===== src/rtl/hdlc_tx_pkg.sv =====
package hdlc_tx_pkg;
    typedef enum logic [2:0] {
        ST_MARK,
        ST_FLAG,
        ST_ABORT,
        ST_DATA,
        ST_FCS
    } unit_e;

    localparam logic [7:0]  FLAG_PAT     = 8'h7E;
    localparam logic [7:0]  ABORT_PAT    = 8'h7F;
    localparam int          PAT_LEN      = 8;
    localparam logic [15:0] CRC_SEED     = 16'hFFFF;
    localparam logic [15:0] CRC_POLY_REV = 16'h8408;
endpackage


===== src/rtl/hdlc_crc16.sv =====
module hdlc_crc16 #(
    parameter int          CRC_W = 16,
    parameter logic [15:0] POLY  = 16'h8408,
    parameter logic [15:0] SEED  = 16'hFFFF
) (
    input  logic             clk,
    input  logic             rst_n,
    input  logic             init,
    input  logic             upd,
    input  logic             din,
    output logic [CRC_W-1:0] crc_next
);
    logic [CRC_W-1:0] crc_q;
    logic             fb;

    always_comb begin
        fb = crc_q[0] ^ din;
        if (init)
            crc_next = SEED[CRC_W-1:0];
        else if (upd)
            crc_next = (crc_q >> 1) ^ (fb ? POLY[CRC_W-1:0] : '0);
        else
            crc_next = crc_q;
    end

    always_ff @(posedge clk or negedge rst_n) begin
        if (!rst_n) crc_q <= SEED[CRC_W-1:0];
        else        crc_q <= crc_next;
    end
endmodule


===== src/rtl/hdlc_zero_stuff.sv =====
module hdlc_zero_stuff #(
    parameter int RUN_LEN = 5
) (
    input  logic clk,
    input  logic rst_n,
    input  logic advance,
    input  logic active,
    input  logic bit_in,
    output logic stuff_now,
    output logic will_stuff
);
    localparam int CNT_W = $clog2(RUN_LEN + 1);
    logic [CNT_W-1:0] ones_q;

    always_comb begin
        stuff_now  = active && (ones_q == CNT_W'(RUN_LEN));
        will_stuff = active && !stuff_now && bit_in && (ones_q == CNT_W'(RUN_LEN - 1));
    end

    always_ff @(posedge clk or negedge rst_n) begin
        if (!rst_n)
            ones_q <= '0;
        else if (advance) begin
            if (!active || stuff_now) ones_q <= '0;
            else if (bit_in)          ones_q <= ones_q + 1'b1;
            else                      ones_q <= '0;
        end
    end
endmodule


===== src/rtl/hdlc_tx_framer.sv =====
module hdlc_tx_framer
    import hdlc_tx_pkg::*;
#(
    parameter int DATA_W  = 8,
    parameter int CRC_W   = 16,
    parameter int RUN_LEN = 5
) (
    input  logic              clk,
    input  logic              rst_n,
    input  logic              bit_en,
    input  logic              tx_enable,
    input  logic              mark_idle,
    input  logic              crc_inhibit,
    input  logic [DATA_W-1:0] fifo_data,
    input  logic              fifo_eop,
    input  logic              fifo_abort,
    input  logic              fifo_empty,
    output logic              fifo_pop,
    output logic              tx_bit,
    output logic              underrun
);
    localparam int                LEFT_W  = $clog2(CRC_W + 1);
    localparam int                PAD_W   = CRC_W - DATA_W;
    localparam int                PPAD_W  = CRC_W - PAT_LEN;
    localparam logic [LEFT_W-1:0] ONE     = LEFT_W'(1);
    localparam logic [LEFT_W-1:0] BYTE_N  = LEFT_W'(DATA_W);
    localparam logic [LEFT_W-1:0] PAT_N   = LEFT_W'(PAT_LEN);
    localparam logic [LEFT_W-1:0] FCS_N   = LEFT_W'(CRC_W);

    unit_e             state_q, state_d;
    logic [CRC_W-1:0]  shreg_q, load_d, crc_next;
    logic [LEFT_W-1:0] left_q, len_d;
    logic              eop_q, uf_q;
    logic              take, set_uf, crc_init;
    logic              stuffed, stuff_now, will_stuff, unit_end;

    hdlc_zero_stuff #(.RUN_LEN(RUN_LEN)) u_stuff (
        .clk        (clk),
        .rst_n      (rst_n),
        .advance    (bit_en),
        .active     (stuffed),
        .bit_in     (shreg_q[0]),
        .stuff_now  (stuff_now),
        .will_stuff (will_stuff)
    );

    hdlc_crc16 #(.CRC_W(CRC_W), .POLY(CRC_POLY_REV), .SEED(CRC_SEED)) u_crc (
        .clk      (clk),
        .rst_n    (rst_n),
        .init     (bit_en && unit_end && crc_init),
        .upd      (bit_en && !stuff_now && (state_q == ST_DATA)),
        .din      (shreg_q[0]),
        .crc_next (crc_next)
    );

    // Next unit choice, evaluated every cycle, taken when the unit ends
    always_comb begin
        state_d  = state_q;
        take     = 1'b0;
        set_uf   = 1'b0;
        crc_init = 1'b0;
        unique case (state_q)
            ST_MARK, ST_FLAG, ST_ABORT: begin
                if (tx_enable && !fifo_empty) begin
                    if (state_q == ST_FLAG) begin
                        take = 1'b1;
                        if (fifo_abort) state_d = ST_ABORT;
                        else begin
                            state_d  = ST_DATA;
                            crc_init = 1'b1;
                        end
                    end else
                        state_d = ST_FLAG;
                end else
                    state_d = mark_idle ? ST_MARK : ST_FLAG;
            end
            ST_DATA: begin
                if (eop_q)
                    state_d = crc_inhibit ? ST_FLAG : ST_FCS;
                else if (fifo_empty) begin
                    state_d = ST_ABORT;
                    set_uf  = 1'b1;
                end else begin
                    take    = 1'b1;
                    state_d = fifo_abort ? ST_ABORT : ST_DATA;
                end
            end
            ST_FCS:  state_d = ST_FLAG;
            default: state_d = ST_MARK;
        endcase
    end

    // Shift register contents for the chosen unit
    always_comb begin
        unique case (state_d)
            ST_FLAG:  begin load_d = {{PPAD_W{1'b1}}, FLAG_PAT};  len_d = PAT_N;  end
            ST_ABORT: begin load_d = {{PPAD_W{1'b1}}, ABORT_PAT}; len_d = PAT_N;  end
            ST_DATA:  begin load_d = {{PAD_W{1'b1}}, fifo_data};  len_d = BYTE_N; end
            ST_FCS:   begin load_d = ~crc_next;                   len_d = FCS_N;  end
            default:  begin load_d = '1;                          len_d = ONE;    end
        endcase
    end

    // Outputs
    always_comb begin
        stuffed  = (state_q == ST_DATA) || (state_q == ST_FCS);
        unit_end = stuff_now ? (left_q == '0) : ((left_q == ONE) && !will_stuff);
        tx_bit   = stuff_now ? 1'b0 : shreg_q[0];
        fifo_pop = bit_en && unit_end && take;
        underrun = uf_q;
    end

    // State register
    always_ff @(posedge clk or negedge rst_n) begin
        if (!rst_n) begin
            state_q <= ST_MARK;
            shreg_q <= '1;
            left_q  <= ONE;
            eop_q   <= 1'b0;
            uf_q    <= 1'b0;
        end else if (bit_en) begin
            if (unit_end) begin
                state_q <= state_d;
                shreg_q <= load_d;
                left_q  <= len_d;
                eop_q   <= (state_d == ST_DATA) && fifo_eop;
                uf_q    <= set_uf;
            end else if (!stuff_now) begin
                shreg_q <= shreg_q >> 1;
                left_q  <= left_q - ONE;
            end
        end
    end
endmodule


===== config.mk =====
export PLATFORM = sky130hd
export DESIGN_NAME = hdlc_tx_framer
export DESIGN_NICKNAME = d
export VERILOG_FILES = /design/src/rtl/hdlc_tx_pkg.sv /design/src/rtl/hdlc_crc16.sv /design/src/rtl/hdlc_zero_stuff.sv /design/src/rtl/hdlc_tx_framer.sv
export SDC_FILE = /design/constraint.sdc
export NUM_CORES = 1
export LEC_CHECK = 0
export BUFFER_PORTS_ARGS = -buffer_cell sky130_fd_sc_hd__buf_4
export CAP_MARGIN = 20
export CORE_MARGIN = 5
export CORE_UTILIZATION = 45
export CTS_CLUSTER_SIZE = 14
export DETAILED_ROUTE_END_ITERATION = 10
export GPL_TIMING_DRIVEN = 0
export PLACE_DENSITY = 0.63
export SLEW_MARGIN = 20
export SYNTH_ARGS = -nofsm -noshare
export SYNTH_HDL_FRONTEND = slang
export SYNTH_SLANG_ARGS = --single-unit

===== constraint.sdc =====
create_clock -name clk -period 4.27 [get_ports clk]
set_clock_uncertainty 0.05 [all_clocks]
set_input_delay 1.281 -clock clk [delete_from_list [all_inputs] [get_ports clk]]
set_output_delay 1.281 -clock clk [all_outputs]
set_load 0.05 [all_outputs]

==> qor.yml, run 1 <==
fmax_mhz: 257.1
grt_usage_pct: 17.10
finalPower_uw: 1097
setup_viol: 0
crit_slowest_cell: "dfstp_2"
required_ps: 2940
end_kind: "output pin"
reg2regPathDepth: 6
hp-start: "shreg_q[13]"
cts-resized-gates: 0
fin_ws_ps: 380.0
grt_busiest_layer: "met2"
wl_per_cell_microns: 15.89
pre_cts_slack_ps: 629.2
io_buffers: 19
reg2reg_from: "left_q[0]"
slowest_delay_ps: 590
tritoncts: "yes"
drive_above_1_share_pct: 26.83
cts_setup_buffers: 0
grt_pass1_vias: 2092
cp-start-kind: "flip-flop"
crit_arrival_ps: 2560
ys_types: 50
antenna_found_initial: 0
antenna_left: 0
fin_setup_tns_ps: 0
synthMuxAreaShare_pct: 7.708
via_per_inst: 5.641
synthToLayoutAreaGrowth_pct: 13.01
use_met1_pct: 24.05
fp.dieH_microns: 84.54
most-common-layout-cells: "nand2_1, dfstp_2, buf_4"
clk_pin_slew_ps: 90
slew_violations: 0
min_period_over_period_pct: 91.10
io_pins: 20
worst-path-max-fanout: 7
synth_edf_count: 0
tightest_slew_ps: 643.8
fp-row-count: 27
die-area_sq_mm: 0.007146
synth_xor_area_share_pct: 1.051
synth_fp_nets: 283
use_met3_pct: 3.435
grt_pass1_wl_microns: 9929
status: "finished clean"
ys_ff_latch: 45
initial_core_util_pct: 45.96
die_x_microns: 84.54
yosys.area_share.simple_pct: 19.67
via_count: 2025
synth_top_family_by_area: "simple AND/OR/NAND/NOR gates"
gr-total-overflow: 0
insertion_delay_ps: 310
yosys_warnings: 0
p_leak_uw: 0.001322
dr.pass1.iters: 4
cts-hold-fix-buffers: 0
clockBufferDepth: 2
fillers: 511
min_period_ps: 3890
yosys.area.top_type: "dfstp_2"
synth_compound_area_share_pct: 16.47
worstPathCellList: "ha_1 -> nor4b_1 -> a21oi_2 -> nor2_1 -> and3_1 -> buf_4"
power_density_mw_per_mm2: 388.3
clock_sinks: 45
hold_depth: 2
final_common_cell: "nand2_1"
ff2ff_setup_slack_ps: 1760
avgSynthCellArea_sq_um: 9.615
synthArstFlopShare_pct: 100.0
critPathKind: "reg -> out"
synth_adder_area_share_pct: 3.003
grt_use_met2_pct: 26.48
finalHoldViolCount: 0
drv_cap: 0
cts_root_buf: "clkbuf_8"
min_to: "shreg_q[13]"
dp_hpwl_microns: 4115
cts_made_buffers: 5
syn-cell-area_sq_mm: 0.002500
min_path_type: "reg -> reg"
drc: 0
core_area_sq_mm: 0.005439
antennaDiodeCount: 0
ir_worst_vdd_mv: 0.1896
rsz0062_at_grt: "false"
synth_area_leaders: "dfstp_2, dfrtp_1, mux2i_1"
synth.top_cell.area_share_pct: 34.68
r2r_end: "shreg_q[3]"
htreeDepth: 2
syn-instance-count: 260
grt_max_degree: 46
drt_iter0_drc: 129
layout.nets: 309
drt-total-wl_microns: 5704
synth_ff_type: "dfstp_2"
gp_congestion: 0.7823
ys_seq_area_share_pct: 46.70
maxSlewHeadroom_pct: 56.47
[where the power goes]
group / leakage [uW] / switching [uW] / total, uW / internal [uW]
sequential: 0.000499 / 47.8 / 572 / 524
combinational: 0.000774 / 141 / 249 / 108
clock: 0.0000488 / 144 / 276 / 132
[through the flow]
stage / instances / cell area (sq um) / util [%] / hold WS, ps
after floorplan: 260 / 2500 / - / 395.0
after global placement: 351 / 2733 / 50.24 / 403.5
after detailed placement: 351 / 2733 / 50.24 / 411.9
after CTS: 359 / 2825 / 51.94 / 424.7
after global routing: 359 / 2825 / 51.94 / 452.5
final: 359 / 2825 / 51.94 / 421.6
[worst max-delay path: cells and delay by family, from the launching register on]
family | cells | cell delay [ps]
buf+inv | 1 | 190
simple gates | 3 | 1070
flops | 1 | 590
compound gates | 1 | 260
fa+ha+maj | 1 | 140
[synthesized netlist by cell type (5+ instances only)]
library cell   n
nor3b_1        5
dfstp_2       33
inv_1          9
mux2i_1       17
ha_1           6
a21oi_1        5
dfrtp_1       12
nand2_1       37
o21ai_0       17
buf_2          8
clkbuf_1       7
a221oi_1       8
nor3_1         9
nor2_1        17
o22ai_1       16
[routing by layer]
metal	vias to the layer above	wire, microns	share of wire (%)
li1	985	-	-
met1	999	2771	49
met2	34	2661	47
met3	7	186	3.3
met4	0	85	1.5
met5	-	0	0
[state kept, by name (all words and copies together), names as in the netlist]
| name | flops |
|---|---|
| shreg_q | 16 |
| state_q | 3 |
| u_crc.crc_q | 16 |
| eop_q | 1 |
| u_stuff.ones_q | 3 |
| underrun | 1 |
| left_q | 5 |
[layout make-up]
cell class | instances | area [sq um] | area share (%)
Multi-Input combinational cell | 187 | 1197 | 42.38
Buffer | 19 | 101.3 | 3.587
Tap cell | 72 | 90.09 | 3.189
Sequential cell | 45 | 1167 | 41.32
Clock buffer | 7 | 86.33 | 3.056
Clock inverter | 1 | 6.256 | 0.2214
Inverter | 9 | 33.78 | 1.196
Timing Repair Buffer | 19 | 142.6 | 5.049
[cells by family (layout without fill, tap and decap cells)]
group | count (synthesis) | after routing
and+or+nand+nor | 97 | 97
AOI/OAI and AO/OA | 62 | 62
DFF | 45 | 45
buffers and inverters | 28 | 55
muxes | 19 | 19
adders and majority gates | 6 | 6
xor gates and xnor gates | 3 | 3
[worst max-delay path by stage]
stage               start  endpoint  slack [ps]  cells past startpoint
2_1_floorplan  fifo_empty  fifo_pop         830                      4
3_3_place_gp    tx_enable  fifo_pop         610                      6
3_5_place_dp    tx_enable  fifo_pop         630                      6
4_1_cts         left_q[0]  fifo_pop         360                      6
5_1_grt         left_q[0]  fifo_pop         150                      6
6_report        left_q[0]  fifo_pop         380                      6
Power figures use the tool's default switching activity.
==> inputs of run 2 (changes only) <==
BUFFER_PORTS_ARGS = unset   (was -buffer_cell sky130_fd_sc_hd__buf_4)
DONT_BUFFER_PORTS = 1   (was unset)
PLACE_DENSITY = 0.6   (was 0.63)
==> qor.yml, run 2 (synthesis results as in run 1) <==
antenna_left: 0  # unchanged
drv_cap: 0  # unchanged
fillers: 513  # +0.39%
grt_max_degree: 46  # unchanged
clk_pin_slew_ps: 90  # about the same
ff2ff_setup_slack_ps: 1870  # +110 ps
via_per_inst: 5.644  # about the same
fin_ws_ps: 288.7  # -91.33 ps
tightest_slew_ps: 488.9  # -154.9 ps
core_area_sq_mm: 0.005439  # unchanged
fin_util_pct: 49.60  # -2.3 points
drt_iter0_drc: 137  # +6.2%
clock_sinks: 45  # unchanged
min_period_ps: 3981  # +91.33 ps
fp.dieH_microns: 84.54  # unchanged
min_path_type: "reg -> reg"
power_density_mw_per_mm2: 404.2  # +4.1%
crit_arrival_ps: 2650  # +90 ps
critPathBufInv: 1  # unchanged
fin_setup_tns_ps: 0  # unchanged
end_kind: "output pin"
synthToLayoutAreaGrowth_pct: 7.908
hold_ws_ps: 422.6  # +0.9500 ps
drc: 0  # unchanged
finalHoldViolCount: 0  # unchanged
min_period_over_period_pct: 93.24  # +2.1 points
die-area_sq_mm: 0.007146  # unchanged
reg_top3: "shreg_q x16, u_crc.crc_q x16, left_q x5"
gr-total-overflow: 0  # unchanged
worstPathCellList: "inv_1 -> ha_1 -> or4b_1 -> o211ai_1 -> nand2_2 -> nor2_1 -> and3_1"
io_pins: 20  # unchanged
comb_power_share_pct: 20.4  # -2.3 points
htreeDepth: 2  # unchanged
antennaDiodeCount: 0  # unchanged
fp-row-count: 27  # unchanged
seqPwrFrac_pct: 52.6  # +0.5 points
ir_worst_vdd_mv: 0.1699  # -10%
crit_slowest_cell: "and3_1"
slew_violations: 0  # unchanged
io_buffers: 0  # -19
cp-start-kind: "flip-flop"
p_leak_uw: 0.001236  # -6.5%
status: "finished clean"
required_ps: 2940  # about the same
clockBufferDepth: 2  # unchanged
gp_congestion: 0.7920  # +1.2%
slowest_delay_ps: 540  # -50 ps
worst-path-max-fanout: 7  # unchanged
wl_per_cell_microns: 16.72  # +5.2%
cts_made_buffers: 5  # unchanged
p_int_uw: 766.9  # +0.31%
pre_cts_slack_ps: 552.3  # -76.98 ps
p_sw_share_pct: 29.67  # -0.64 points
die_x_microns: 84.54  # unchanged
finalPower_uw: 1090  # -0.60%
layout.nets: 290  # -6.1%
setup_viol: 0  # unchanged
critPathTopFamily: "simple AND/OR/NAND/NOR gates"
antenna_found_initial: 0  # unchanged
final_common_cell: "nand2_1"
drt-total-wl_microns: 5685  # -0.33%
cts_setup_buffers: 0  # unchanged
via_count: 1919  # -5.2%
maxSlewHeadroom_pct: 67.41  # +11 points
dp_hpwl_microns: 4088  # -0.68%
dr.pass1.iters: 6  # +2
grt_pass1_wl_microns: 9929  # unchanged
grt_pass1_vias: 1931  # -7.7%
grt_usage_pct: 17.08  # -0.027 points
rsz0062_at_grt: "false"
initial_core_util_pct: 45.96  # unchanged
fmax_mhz: 251.2  # -2.3%
most-common-layout-cells: "nand2_1, dfstp_2, mux2i_1, nor2_1, o21ai_0"
cts_root_buf: "clkbuf_8"
clockPowerShare_pct: 27.0  # +1.9 points
critPathKind: "reg -> out"
drive_above_1_share_pct: 22.39  # -4.4 points
tritoncts: "yes"
insertion_delay_ps: 300  # about the same
p_switching_uw: 323.5  # -2.7%
run 2: area by class of cell:
cell class	instances	area [sq um]	area share [%]
multi-input combinational	187	1204	44.62
sequential	45	1167	43.27
buffer	19	101.3	3.757
clock buffer	7	96.34	3.571
tap	72	90.09	3.340
inverter	9	33.78	1.252
clock inverter	1	5.005	0.1855
run 2: path summary, 6_finish.rpt:
check	startpoint	end	cells past startpoint
worst max-delay path	left_q[1]	fifo_pop	7
worst min-delay path	shreg_q[13]	shreg_q[13]	2
worst max register to register	left_q[1]	shreg_q[3]	7
worst min register to register	shreg_q[13]	shreg_q[13]	2
max in group asynchronous	rst_n	shreg_q[0]	0
min in group asynchronous	rst_n	left_q[4]	0
run 2: power by group through the flow:
stage | clock network [uW] | logic (uW) | registers, uW
2_1_floorplan | 0 | 182 | 564
3_3_place_gp | 0 | 216 | 577
3_5_place_dp | 0 | 221 | 578
4_1_cts | 300 | 222 | 571
5_1_grt | 325 | 255 | 584
6_report | 295 | 222 | 574
run 2: stage by stage:
stage	std cells	cell area (sq um)
6_report	340	2698
5_1_grt	340	2698
3_3_place_gp	332	2590
2_1_floorplan	260	2500
3_5_place_dp	332	2590
4_1_cts	340	2691
run 2: tightest hold or removal path, cell delays in order, from the launching register on:
cell	delay (ps)
dfstp_2	370
nand2_1	50
o21ai_1	50
run 2: routing by layer:
metal / vias to the layer above / share of wire [%] / track usage, %
met3: 9 / 3.7 / 2.846
met2: 36 / 47 / 25.69
met4: 0 / 1.5 / 5.324
met1: 926 / 48 / 25.06
met5: - / 0 / 0
li1: 948 / - / -
run 2: what timing repair did:
item                                    CTS  global route
endpoints found under the hold margin     0             0
endpoints found under the setup margin    0             1
gates resized for setup                   0             1
hold buffers                              0             0
==> inputs of run 3 (changes only) <==
CAP_MARGIN = unset   (was 20)
PLACE_DENSITY = 0.62   (was 0.6)
SKIP_CTS_REPAIR_TIMING = 1   (was unset)
clock period = 3.5 ns   (was 4.27 ns; I/O delays follow)
==> qor.yml, run 3 (synthesis results as in run 1) <==
status: "finished clean"
gp_congestion: 0.7669  # -3.2%
drive_above_1_share_pct: 23.13  # +0.75 points
insertion_delay_ps: 300  # about the same
initial_core_util_pct: 45.96  # unchanged
die_x_microns: 84.54  # unchanged
io_pins: 20  # unchanged
io_buffers: 0  # unchanged
power_density_mw_per_mm2: 496.9  # +23%
min_path_type: "in -> async"
dr.pass1.iters: 4  # -2
min_period_ps: 3408
ir_worst_vdd_mv: 0.2805  # +65%
wl_per_cell_microns: 16.28  # -2.6%
min_period_over_period_pct: 97.36
htreeDepth: 2  # unchanged
crit_slowest_cell: "or4b_1"
p_sw_share_pct: 28.99  # -0.67 points
maxSlewHeadroom_pct: 67.44  # about the same
clockPowerShare_pct: 28.3  # +1.3 points
critPathKind: "reg -> out"
antenna_found_initial: 0  # unchanged
critPathBufInv: 1  # unchanged
drt-total-wl_microns: 5535  # -2.6%
dp.cells: 332  # unchanged
place_area_sq_mm: 0.002590  # unchanged
most-common-layout-cells: "nand2_1, dfstp_2, mux2i_1, o21ai_0"
via_count: 1913  # -0.31%
gr-total-overflow: 0  # unchanged
cts_made_buffers: 5  # unchanged
fmax_mhz: 293.5
drt_iter0_drc: 97  # -29%
grt_usage_pct: 16.52  # -0.55 points
die-area_sq_mm: 0.007146  # unchanged
reg_top3: "shreg_q x16, u_crc.crc_q x16, left_q x5"
fin_util_pct: 50.08  # +0.48 points
cts_root_buf: "clkbuf_8"
layout.nets: 290  # unchanged
fp-row-count: 27  # unchanged
drc: 0  # unchanged
synthToLayoutAreaGrowth_pct: 8.959
antennaDiodeCount: 0  # unchanged
clk_pin_slew_ps: 90  # about the same
p_switching_uw: 392.4  # +21%
grt_pass1_wl_microns: 9535  # -4.0%
fp.dieH_microns: 84.54  # unchanged
worst-path-max-fanout: 7  # unchanged
drv_cap: 0  # unchanged
seqPwrFrac_pct: 51.6  # -1.0 points
final_common_cell: "nand2_1"
fin_setup_tns_ps: 0  # unchanged
core_area_sq_mm: 0.005439  # unchanged
slew_violations: 0  # unchanged
finalHoldViolCount: 0  # unchanged
final_cells: 340  # unchanged
worstPathCellList: "inv_1 -> ha_1 -> or4b_1 -> o211ai_1 -> nand2_2 -> nor2_4 -> and3_4"
grt_max_degree: 46  # unchanged
crit_arrival_ps: 2310  # -340 ps
rsz0062_at_grt: "false"
comb_power_share_pct: 20.1  # -0.3 points
slowest_delay_ps: 460  # -80 ps
tritoncts: "yes"
clockBufferDepth: 2  # unchanged
setup_viol: 0  # unchanged
tightest_slew_ps: 488.4  # -0.5020 ps
via_per_inst: 5.626  # -0.31%
end_kind: "output pin"
finish.instance_area_sq_mm: 0.002724  # +0.97%
required_ps: 2400  # -540 ps
p_leak_uw: 0.001235  # about the same
p_int_uw: 961.1  # +25%
critPathTopFamily: "simple AND/OR/NAND/NOR gates"
grt_pass1_vias: 1856  # -3.9%
dp_hpwl_microns: 3987  # -2.5%
cp-start-kind: "flip-flop"
antenna_left: 0  # unchanged
clock_sinks: 45  # unchanged
-- run 3: power by group through the flow --
stage	Sequential (uW)	Combinational [uW]	Clock (uW)
floorplan	688	222	0
global placement	703	264	0
detailed placement	704	270	0
CTS	696	271	398
global route	712	309	420
finish	699	272	383
-- run 3: area by class of cell --
type | instances | area, sq um
Buffer | 19 | 101.3
Fill cell | 518 | 2715
Inverter | 9 | 33.78
Tap cell | 72 | 90.09
Multi-Input combinational cell | 187 | 1216
Clock buffer | 7 | 107.6
Clock inverter | 1 | 7.507
Sequential cell | 45 | 1167
-- run 3: final timing paths --
path / start / end / slack (ps) / cells after the start
worst max register to register: shreg_q[0] / shreg_q[4] / 1100 / 6
max in group asynchronous: rst_n / u_crc.crc_q[6] / 2830 / 0
worst min-delay path: rst_n / u_stuff.ones_q[2] / 390 / 0
worst max-delay path: left_q[1] / fifo_pop / 90 / 7
worst min register to register: shreg_q[13] / shreg_q[13] / 410 / 2
min in group clk: shreg_q[13] / shreg_q[13] / 410 / 2
-- run 3: routing by layer --
metal | track usage (%) | wire length [microns] | share of wire, % | vias to the layer above
met3 | 2.650 | 221 | 4.0 | 9
li1 | - | - | - | 944
met1 | 23.92 | 2665 | 48 | 929
met5 | 0 | 0 | 0 | -
met4 | 5.468 | 82 | 1.5 | 0
met2 | 25.20 | 2564 | 46 | 31
-- run 3: through the flow --
| step | total power (uW) | hold WS (ps) | setup slack (ps) |
|---|---|---|---|
| global route | 1441 | 370.8 | 8.716 |
| finish | 1354 | 386.9 | 92.36 |
| CTS | 1365 | 379.5 | -238.6 |
| floorplan | 910.2 | 395.0 | 414.1 |
| global placement | 966.2 | 405.5 | 78.38 |
| detailed placement | 973.5 | 407.0 | 103.9 |
